$ cat config.mk
export PLATFORM = sky130hd
export DESIGN_NAME = smute_ramp
export DESIGN_NICKNAME = d
export VERILOG_FILES = /design/src/rtl/smute_pkg.sv /design/src/rtl/smute_hold.sv /design/src/rtl/smute_gain.sv /design/src/rtl/smute_scale.sv /design/src/rtl/smute_ramp.sv
export SDC_FILE = /design/constraint.sdc
export NUM_CORES = 1
export LEC_CHECK = 0
export CORE_ASPECT_RATIO = 1.4
export CORE_MARGIN = 3
export CORE_UTILIZATION = 40
export CTS_BUF_LIST = sky130_fd_sc_hd__clkbuf_4 sky130_fd_sc_hd__clkbuf_8 sky130_fd_sc_hd__clkbuf_16
export CTS_CLUSTER_DIAMETER = 30
export DETAILED_ROUTE_END_ITERATION = 10
export PLACE_DENSITY_LB_ADDON = 0.2
export SLEW_MARGIN = 40
export SYNTH_ARGS = -nofsm -noshare
export SYNTH_HDL_FRONTEND = slang
export SYNTH_SLANG_ARGS = --single-unit
$ cat constraint.sdc
create_clock -name clk_i -period 6.1 [get_ports clk_i]
set_input_delay 0.915 -clock clk_i [delete_from_list [all_inputs] [get_ports clk_i]]
set_output_delay 0.915 -clock clk_i [all_outputs]
set_load 0.005 [all_outputs]
$ cat src/rtl/smute_pkg.sv
package smute_pkg;
  typedef enum logic {
    MODE_MANUAL = 1'b0,
    MODE_SEMI   = 1'b1
  } smute_mode_e;

  typedef enum logic [1:0] {
    DIR_HOLD = 2'd0,
    DIR_DOWN = 2'd1,
    DIR_UP   = 2'd2
  } ramp_dir_e;
endpackage

$ cat src/rtl/smute_hold.sv
module smute_hold #(
  parameter int HOLD_FRAMES = 4410,
  localparam int CNT_W = $clog2(HOLD_FRAMES + 1)
) (
  input  logic clk_i,
  input  logic rst_ni,
  input  logic restart_i,
  input  logic frame_i,
  output logic hold_o
);
  localparam logic [CNT_W-1:0] LAST = CNT_W'(HOLD_FRAMES - 1);

  logic [CNT_W-1:0] cnt_q;

  always_ff @(posedge clk_i or negedge rst_ni) begin
    if (!rst_ni) begin
      hold_o <= 1'b1;
      cnt_q  <= '0;
    end else if (restart_i) begin
      hold_o <= 1'b1;
      cnt_q  <= '0;
    end else if (hold_o && frame_i) begin
      if (cnt_q == LAST) hold_o <= 1'b0;
      else               cnt_q  <= cnt_q + 1'b1;
    end
  end

  // once expired the hold only comes back through restart
  p_hold_sticky_r7: assert property (@(posedge clk_i) disable iff (!rst_ni)
    (!hold_o && !restart_i) |=> !hold_o);
  p_hold_restart_r7: assert property (@(posedge clk_i) disable iff (!rst_ni)
    restart_i |=> hold_o);
  p_hold_no_frame_r7: assert property (@(posedge clk_i) disable iff (!rst_ni)
    (hold_o && !frame_i) |=> hold_o);
endmodule

$ cat src/rtl/smute_gain.sv
module smute_gain
  import smute_pkg::*;
#(
  parameter int RAMP_LEN = 1024,
  localparam int GAIN_W = $clog2(RAMP_LEN) + 1
) (
  input  logic              clk_i,
  input  logic              rst_ni,
  input  logic              clear_i,
  input  logic              frame_i,
  input  logic              mute_i,
  output logic [GAIN_W-1:0] gain_o
);
  localparam logic [GAIN_W-1:0] FULL = GAIN_W'(RAMP_LEN);

  ramp_dir_e dir;

  always_comb begin
    dir = DIR_HOLD;
    if (frame_i) begin
      if (mute_i && gain_o != '0)       dir = DIR_DOWN;
      else if (!mute_i && gain_o != FULL) dir = DIR_UP;
    end
  end

  always_ff @(posedge clk_i or negedge rst_ni) begin
    if (!rst_ni) begin
      gain_o <= '0;
    end else if (clear_i) begin
      gain_o <= '0;
    end else begin
      unique case (dir)
        DIR_DOWN: gain_o <= gain_o - 1'b1;
        DIR_UP:   gain_o <= gain_o + 1'b1;
        default:  gain_o <= gain_o;
      endcase
    end
  end

  p_gain_range_r5: assert property (@(posedge clk_i) disable iff (!rst_ni)
    gain_o <= FULL);
  p_gain_idle_r5: assert property (@(posedge clk_i) disable iff (!rst_ni)
    (!frame_i && !clear_i) |=> $stable(gain_o));
  p_gain_clear_r11: assert property (@(posedge clk_i) disable iff (!rst_ni)
    clear_i |=> gain_o == '0);
  p_gain_down_r2: assert property (@(posedge clk_i) disable iff (!rst_ni)
    (frame_i && mute_i && !clear_i && gain_o != '0) |=> gain_o < $past(gain_o));
  p_gain_up_r3: assert property (@(posedge clk_i) disable iff (!rst_ni)
    (frame_i && !mute_i && !clear_i && gain_o != FULL) |=> gain_o > $past(gain_o));
endmodule

$ cat src/rtl/smute_scale.sv
module smute_scale #(
  parameter int SAMPLE_W = 24,
  parameter int SHIFT    = 10,
  localparam int GAIN_W  = SHIFT + 1,
  localparam int PROD_W  = SAMPLE_W + GAIN_W + 1
) (
  input  logic                clk_i,
  input  logic                rst_ni,
  input  logic                en_i,
  input  logic [GAIN_W-1:0]   gain_i,
  input  logic [SAMPLE_W-1:0] sample_i,
  output logic [SAMPLE_W-1:0] sample_o
);
  localparam logic [GAIN_W-1:0] FULL = GAIN_W'(1 << SHIFT);

  logic signed [PROD_W-1:0] prod;
  logic signed [PROD_W-1:0] shifted;

  always_comb begin
    prod    = $signed(sample_i) * $signed({1'b0, gain_i});
    shifted = prod >>> SHIFT;
  end

  always_ff @(posedge clk_i or negedge rst_ni) begin
    if (!rst_ni)     sample_o <= '0;
    else if (!en_i)  sample_o <= '0;
    else             sample_o <= shifted[SAMPLE_W-1:0];
  end

  p_zero_gain_r6: assert property (@(posedge clk_i) disable iff (!rst_ni)
    (gain_i == '0) |=> sample_o == '0);
  p_unity_gain_r6: assert property (@(posedge clk_i) disable iff (!rst_ni)
    (en_i && gain_i == FULL) |=> sample_o == $past(sample_i));
  p_unlock_zero_r10: assert property (@(posedge clk_i) disable iff (!rst_ni)
    !en_i |=> sample_o == '0);
endmodule

$ cat src/rtl/smute_ramp.sv
module smute_ramp
  import smute_pkg::*;
#(
  parameter int SAMPLE_W    = 24,
  parameter int RAMP_LEN    = 1024,
  parameter int HOLD_FRAMES = 4410,
  localparam int SHIFT  = $clog2(RAMP_LEN),
  localparam int GAIN_W = SHIFT + 1,
  localparam int N_CH   = 2
) (
  input  logic                clk_i,
  input  logic                rst_ni,
  input  logic                mute_req_i,
  input  logic                rel_evt_i,
  input  logic                semi_auto_i,
  input  logic                pll_lock_i,
  input  logic                frame_i,
  input  logic [SAMPLE_W-1:0] left_i,
  input  logic [SAMPLE_W-1:0] right_i,
  output logic [SAMPLE_W-1:0] left_o,
  output logic [SAMPLE_W-1:0] right_o
);
  smute_mode_e       mode;
  logic              hold;
  logic              mute_eff;
  logic [GAIN_W-1:0] gain;
  logic [SAMPLE_W-1:0] ch_in  [N_CH];
  logic [SAMPLE_W-1:0] ch_out [N_CH];

  assign mode     = smute_mode_e'(semi_auto_i);
  assign mute_eff = mute_req_i || (mode == MODE_SEMI && hold);

  smute_hold #(.HOLD_FRAMES(HOLD_FRAMES)) u_hold (
    .clk_i     (clk_i),
    .rst_ni    (rst_ni),
    .restart_i (rel_evt_i),
    .frame_i   (frame_i),
    .hold_o    (hold)
  );

  smute_gain #(.RAMP_LEN(RAMP_LEN)) u_gain (
    .clk_i   (clk_i),
    .rst_ni  (rst_ni),
    .clear_i (rel_evt_i),
    .frame_i (frame_i),
    .mute_i  (mute_eff),
    .gain_o  (gain)
  );

  assign ch_in[0] = left_i;
  assign ch_in[1] = right_i;

  for (genvar ch = 0; ch < N_CH; ch++) begin : g_ch
    smute_scale #(.SAMPLE_W(SAMPLE_W), .SHIFT(SHIFT)) u_scale (
      .clk_i    (clk_i),
      .rst_ni   (rst_ni),
      .en_i     (pll_lock_i),
      .gain_i   (gain),
      .sample_i (ch_in[ch]),
      .sample_o (ch_out[ch])
    );
  end

  assign left_o  = ch_out[0];
  assign right_o = ch_out[1];

  // semi-auto hold keeps the gain from rising
  p_semi_hold_r7: assert property (@(posedge clk_i) disable iff (!rst_ni)
    (semi_auto_i && hold && !rel_evt_i) |=> gain <= $past(gain));
  p_unlock_both_r10: assert property (@(posedge clk_i) disable iff (!rst_ni)
    !pll_lock_i |=> (left_o == '0 && right_o == '0));
endmodule

# Yosys cells after proc, flatten, opt, wreduce, memory -nomap -nowiden
# Cells that the tools add are included.
totals:
  output_inout_bits: 48
  reg_bits: 73
  wordCells: 40
  in_bits: 55
classes:
  n_addsub: 3
  mux: 13
  reduce_logical: 12
  n_mul: 2
  n_eq_ne: 5
op_table:
  columns: ["cell", "count"]
  rows:
  - ["multiplier 24 x 12 -> 34 bit", 2]
  - ["two-way mux 24 bit", 2]
  - ["two-way mux 13 bit", 3]
  - ["case mux 11 bit (2 select lines)", 1]
  - ["adder 13 x 1 -> 13 bit (second input constant)", 1]
  - ["== test 13 bit (second input constant)", 1]
  - ["adder 11 x 1 -> 11 bit (second input constant)", 1]
  - ["two-way mux 11 bit", 1]
  - ["inequality test 11 bit (second input constant)", 1]
  - ["nonzero test 11 bit", 1]
  - ["subtractor 11 x 1 -> 11 bit (second input constant)", 1]
  - ["two-way mux 2 bit", 3]
  - ["logical AND 1 bit", 4]
  - ["AND reduction 2 bit", 2]
  - ["nonzero test 2 bit", 2]
  - ["two-way mux 1 bit", 3]
  - ["nonzero test 3 bit", 1]
  - ["== test 2 x 1 -> 1 bit (second input constant)", 1]
  - ["== test 2 bit (second input constant)", 1]
  - ["inequality test 2 bit (second input constant)", 1]
  - ["zero test 1 bit", 1]
  - ["logical OR 1 bit", 1]

# Longest topological paths before layout
depth:
  ltp_word: 10
  ltp_mapped: 22
  ltp_nobuf: 20

# Cells and area by module
# A second synthesis with hierarchy kept.
unflattened:
  cells_unflattened: 2385
  area_unflattened_um2: 21097.7
modules_own_cells:
  columns: ["module", "area_per_inst_um2", "instances", "cells_each"]
  rows:
  - ["smute_scale (g_ch[0].u_scale)", 9753.1, 1, 1115]
  - ["smute_scale (g_ch[1].u_scale)", 9616.7, 1, 1092]
  - ["smute_gain", 950.9, 1, 101]
  - ["smute_hold", 769.5, 1, 76]
  - ["smute_ramp", 7.5, 1, 1]

# Worst setup path before layout
# OpenSTA, ideal clock, no wires.
synth_timing:
  kind: "input port to flip-flop"
  start: "input port left_i[7]"
  end: "register g_ch[0].u_scale.sample_o[23]"
  arrival_time_ns: 5.945
  setup_slack_ns: 0.077
  path_buffers: 1
  t_required_ns: 6.022
  cell_stages: 19
  cell_sequence: "clkbuf_1 -> nand2_1 -> fa_1 -> fa_1 -> fa_1 -> inv_1 -> fa_1 -> inv_1 -> fa_1 -> inv_1 -> ha_1 -> a21o_1 -> a21o_1 -> a22o_2 -> a211o_2 -> a21oi_4 -> nor4_2 -> or4_1 -> a21oi_1"
synth_via:
  elab_chain_len: 2
synth_rtl:
  columns: ["item", "line", "text"]
  rows:
  - ["from (decl)", "smute_ramp.sv:18", "input logic [SAMPLE_W-1:0] left_i,"]
  - ["multiplier 24 x 12 -> 34 bit", "smute_scale.sv:20", "prod = $signed(sample_i) * $signed({1'b0, gain_i});"]
  - ["two-way mux 24 bit", "smute_scale.sv:26", "else if (!en_i) sample_o <= '0;"]
  - ["to (signal assigned)", "smute_scale.sv:27", "else sample_o <= shifted[SAMPLE_W-1:0];"]
  - ["to (decl)", "smute_scale.sv:12", "output logic [SAMPLE_W-1:0] sample_o"]
# Every way passes these cells.
# A chain may end at the register's enable or synchronous reset.

# Final worst setup path
layout_timing:
  start: "input port left_i[17]"
  end: "register g_ch[0].u_scale.sample_o[23]"
# The elaborated chain is that of the path after synthesis.

==> impl_metrics.toml <==
[die]
start_util_pct = 40.58
die_area_um2 = 53630
die_w_um = 196.6
die_h_um = 272.8
core_area_um2 = 50120
io_pins = 103
row_count = 97

[final_layout]
post-route-util_pct = 48.44
instances_no_fill = 3219
layout-drive-gt1-share_pct = 12.47
final_nets = 3222
area_delta_synth_final_pct = 19.38

[timing]
worst_slew_pin_slew_ns = 0.7790
clock.fmax_mhz = 168.4
hold_viol = 0
finClkSkew_ns = 0.01908
slew_headroom_pct = 48.01
min_period_ns = 5.939
setup_viol = 0
post-route-period-util_pct = 97.37
drv_slew = 0
finalWorstSetupSlack_ns = 0.1605
setup_tns_ns = 0

[synth]
synth-edff-count = 0
synthFlopType = "dfrtp_1"
syn-cell-area_um2 = 20340
async_flop_share_pct = 100.0
yosys_warnings = 0
synth_compound_area_share_pct = 5.586
synth-xor-area-share_pct = 3.187
synth_cell_types = 65
ys_seq_area_share_pct = 8.987
synth_top_family_by_area = "adder cells"
syn_avg_cell_area_um2 = 8.832
synthSimpleGateAreaFrac_pct = 16.06
syn_inst = 2303
synth_fa_ha_area_share_pct = 53.36
ys_seq_elements = 73
synth.area.mux_share_pct = 0.1969
syn-num-nets = 2956

[run_status]
status = "complete, no violations"

[placement]
post-place-ws_ns = -0.5640
dpl.cell_count = 3193
gp_congestion = 0.8729
portBuffers = 102
dpl.hpwl_um = 43310

[grt]
overflow = 0
grt_pass1_wl_um = 85930
grt_pass1_vias = 17260
track_usage_pct = 20.05
grt_max_degree = 66
antenna_found_initial = 2

[cts]
cts_hold_buf = 0
cts_tree = "built"
path_clk_slew_ns = 0.08
clock_latency_ns = 0.40
cts.sinks = 73
clock_path_buffers = 2
cts-buffers-inserted = 9
root_buffer = "clkbuf_16"
cts-htree-levels = 3

[drt]
drtIter0Drc = 493
vias = 15510
wire_per_inst_um = 15.87
routed_wl_um = 51090
viasPerCell = 4.817
drt_pass1_iterations = 5
drtAntennaViolNets = 0
drcViolationCount = 0

[worst_setup_path]
worstSetupStartpointType = "input port"
worstPathRequired_ns = 6.43
crit_fanout = 9
crit_arrival_ns = 6.27
critical_path_class = "input port to flop"
cp-end-kind = "flop"

[job]
cap_violations = 0

[hold_path]
hold_class = "input port to async pin"
==> flip-flops by register name, summed over array words and instances, names as in the netlist <==
signal and flops:
g_ch.u_scale.sample_o 48, u_hold.cnt_q 13, u_hold.hold_o 1, u_gain.gain_o 11
==> worst max-delay path, cell delays in order <==
cell and delay, ns:
clkdlybuf4s50_1 0.49, buf_6 0.15, nand2_1 0.08, fa_1 0.52, inv_1 0.05, fa_1 0.49
fa_1 0.52, fa_1 0.50, inv_1 0.05, fa_1 0.47, inv_1 0.04, ha_1 0.28
a21o_1 0.17, o21bai_1 0.15, a21o_1 0.19, a211oi_2 0.24, o21ai_0 0.13, o211a_1 0.16
or4_1 0.52, a21oi_2 0.15
==> Yosys cell counts (all sizes together) (25+ instances only) <==
| cell type | number | area (um^2) |
|---|---|---|
| inv | 568 | 2132 |
| fa | 449 | 8989 |
| nand2 | 403 | 1513 |
| and2 | 163 | 1020 |
| ha | 149 | 1864 |
| clkbuf | 110 | 412.9 |
| dfrtp | 72 | 1802 |
| nor2 | 60 | 225.2 |
| xnor2 | 48 | 420.4 |
| a21oi | 47 | 250.3 |
| xor2 | 26 | 227.7 |
| a21o | 25 | 187.7 |
| o21ai | 25 | 128.9 |
==> cell usage in the layout, fill, tap and decap left out, types with 5 or more instances in the layout <==
cell             instances
o31ai_1                  8
o21ai_1                  8
nor2_1                  58
and3_1                   9
xnor2_1                 48
buf_12                   6
o211ai_1                 6
nand3_1                 10
ha_1                   147
o21ai_0                 16
fa_1                   446
a21o_1                  25
dlymetal6s2s_1          18
clkbuf_16                9
buf_4                  250
dlygate4sd2_1            9
o21bai_1                 9
dfrtp_1                 67
buf_6                   11
xor2_1                  26
a21oi_1                 43
nor2b_1                 10
inv_6                    5
nand4_1                 10
nor3_1                  13
or3_1                    7
inv_1                  567
clkdlybuf4s50_1         73
nand2_1                403
a31oi_1                  6
and2_1                 163
==> final timing paths <==
path,startpoint,endpoint,slack (ns),depth (start not counted)
setup / recovery,left_i[17],g_ch[0].u_scale.sample_o[23],0.16,20
min in group clk_i,u_hold.hold_o,u_hold.hold_o,0.52,2
hold / removal,rst_ni,g_ch[1].u_scale.sample_o[20],0.35,1
max in group asynchronous,rst_ni,u_gain.gain_o[4],4.81,2
setup reg to reg,u_gain.gain_o[5],g_ch[0].u_scale.sample_o[23],0.24,19
hold reg to reg,u_hold.hold_o,u_hold.hold_o,0.52,2
==> per-layer routing <==
metal	wire [um]	GRT usage, %
met2	28540	38.80
met1	20120	23.40
met3	1333	2.121
met5	0	0
met4	1091	5.236
==> per-stage QoR <==
stage               hold slack, ns  instance area, um^2
floorplan                   0.4669                20340
global placement            0.4838                23770
detailed placement          0.5072                23770
CTS                         0.3256                24070
global route                0.3395                24280
finish                      0.3494                24280
==> layout make-up <==
class	instances	area [um^2]
well taps	643	804.5
diodes	2	5.005
repair buffers	371	3176
clock inverters	7	66.31
flip-flops and latches	73	1837
inverters	568	2132
clock buffers	9	225.2
fillers	4817	25840
multi-input cells	1546	16040
==> what timing repair did <==
action | in CTS | in global routing
setup endpoints to repair | 12 | 28
gates resized for setup | 13 | 46
gates cloned | 0 | 3
buffers inserted | 0 | 5
pin swaps | 0 | 14
hold endpoints to repair | 0 | 0
==> logic make-up after synthesis <==
logic type / count (synthesis)
adder cells (fa/ha/maj): 598
AND/OR/NAND/NOR: 707
XOR/XNOR: 74
multiplexers: 4
buffers and inverters: 684
AO/OA/AOI/OAI: 163
flip-flops: 73
Power is left out: the tool's default activity adds up to more than one toggle a clock period on the data nets, which glitch-free logic cannot reach.
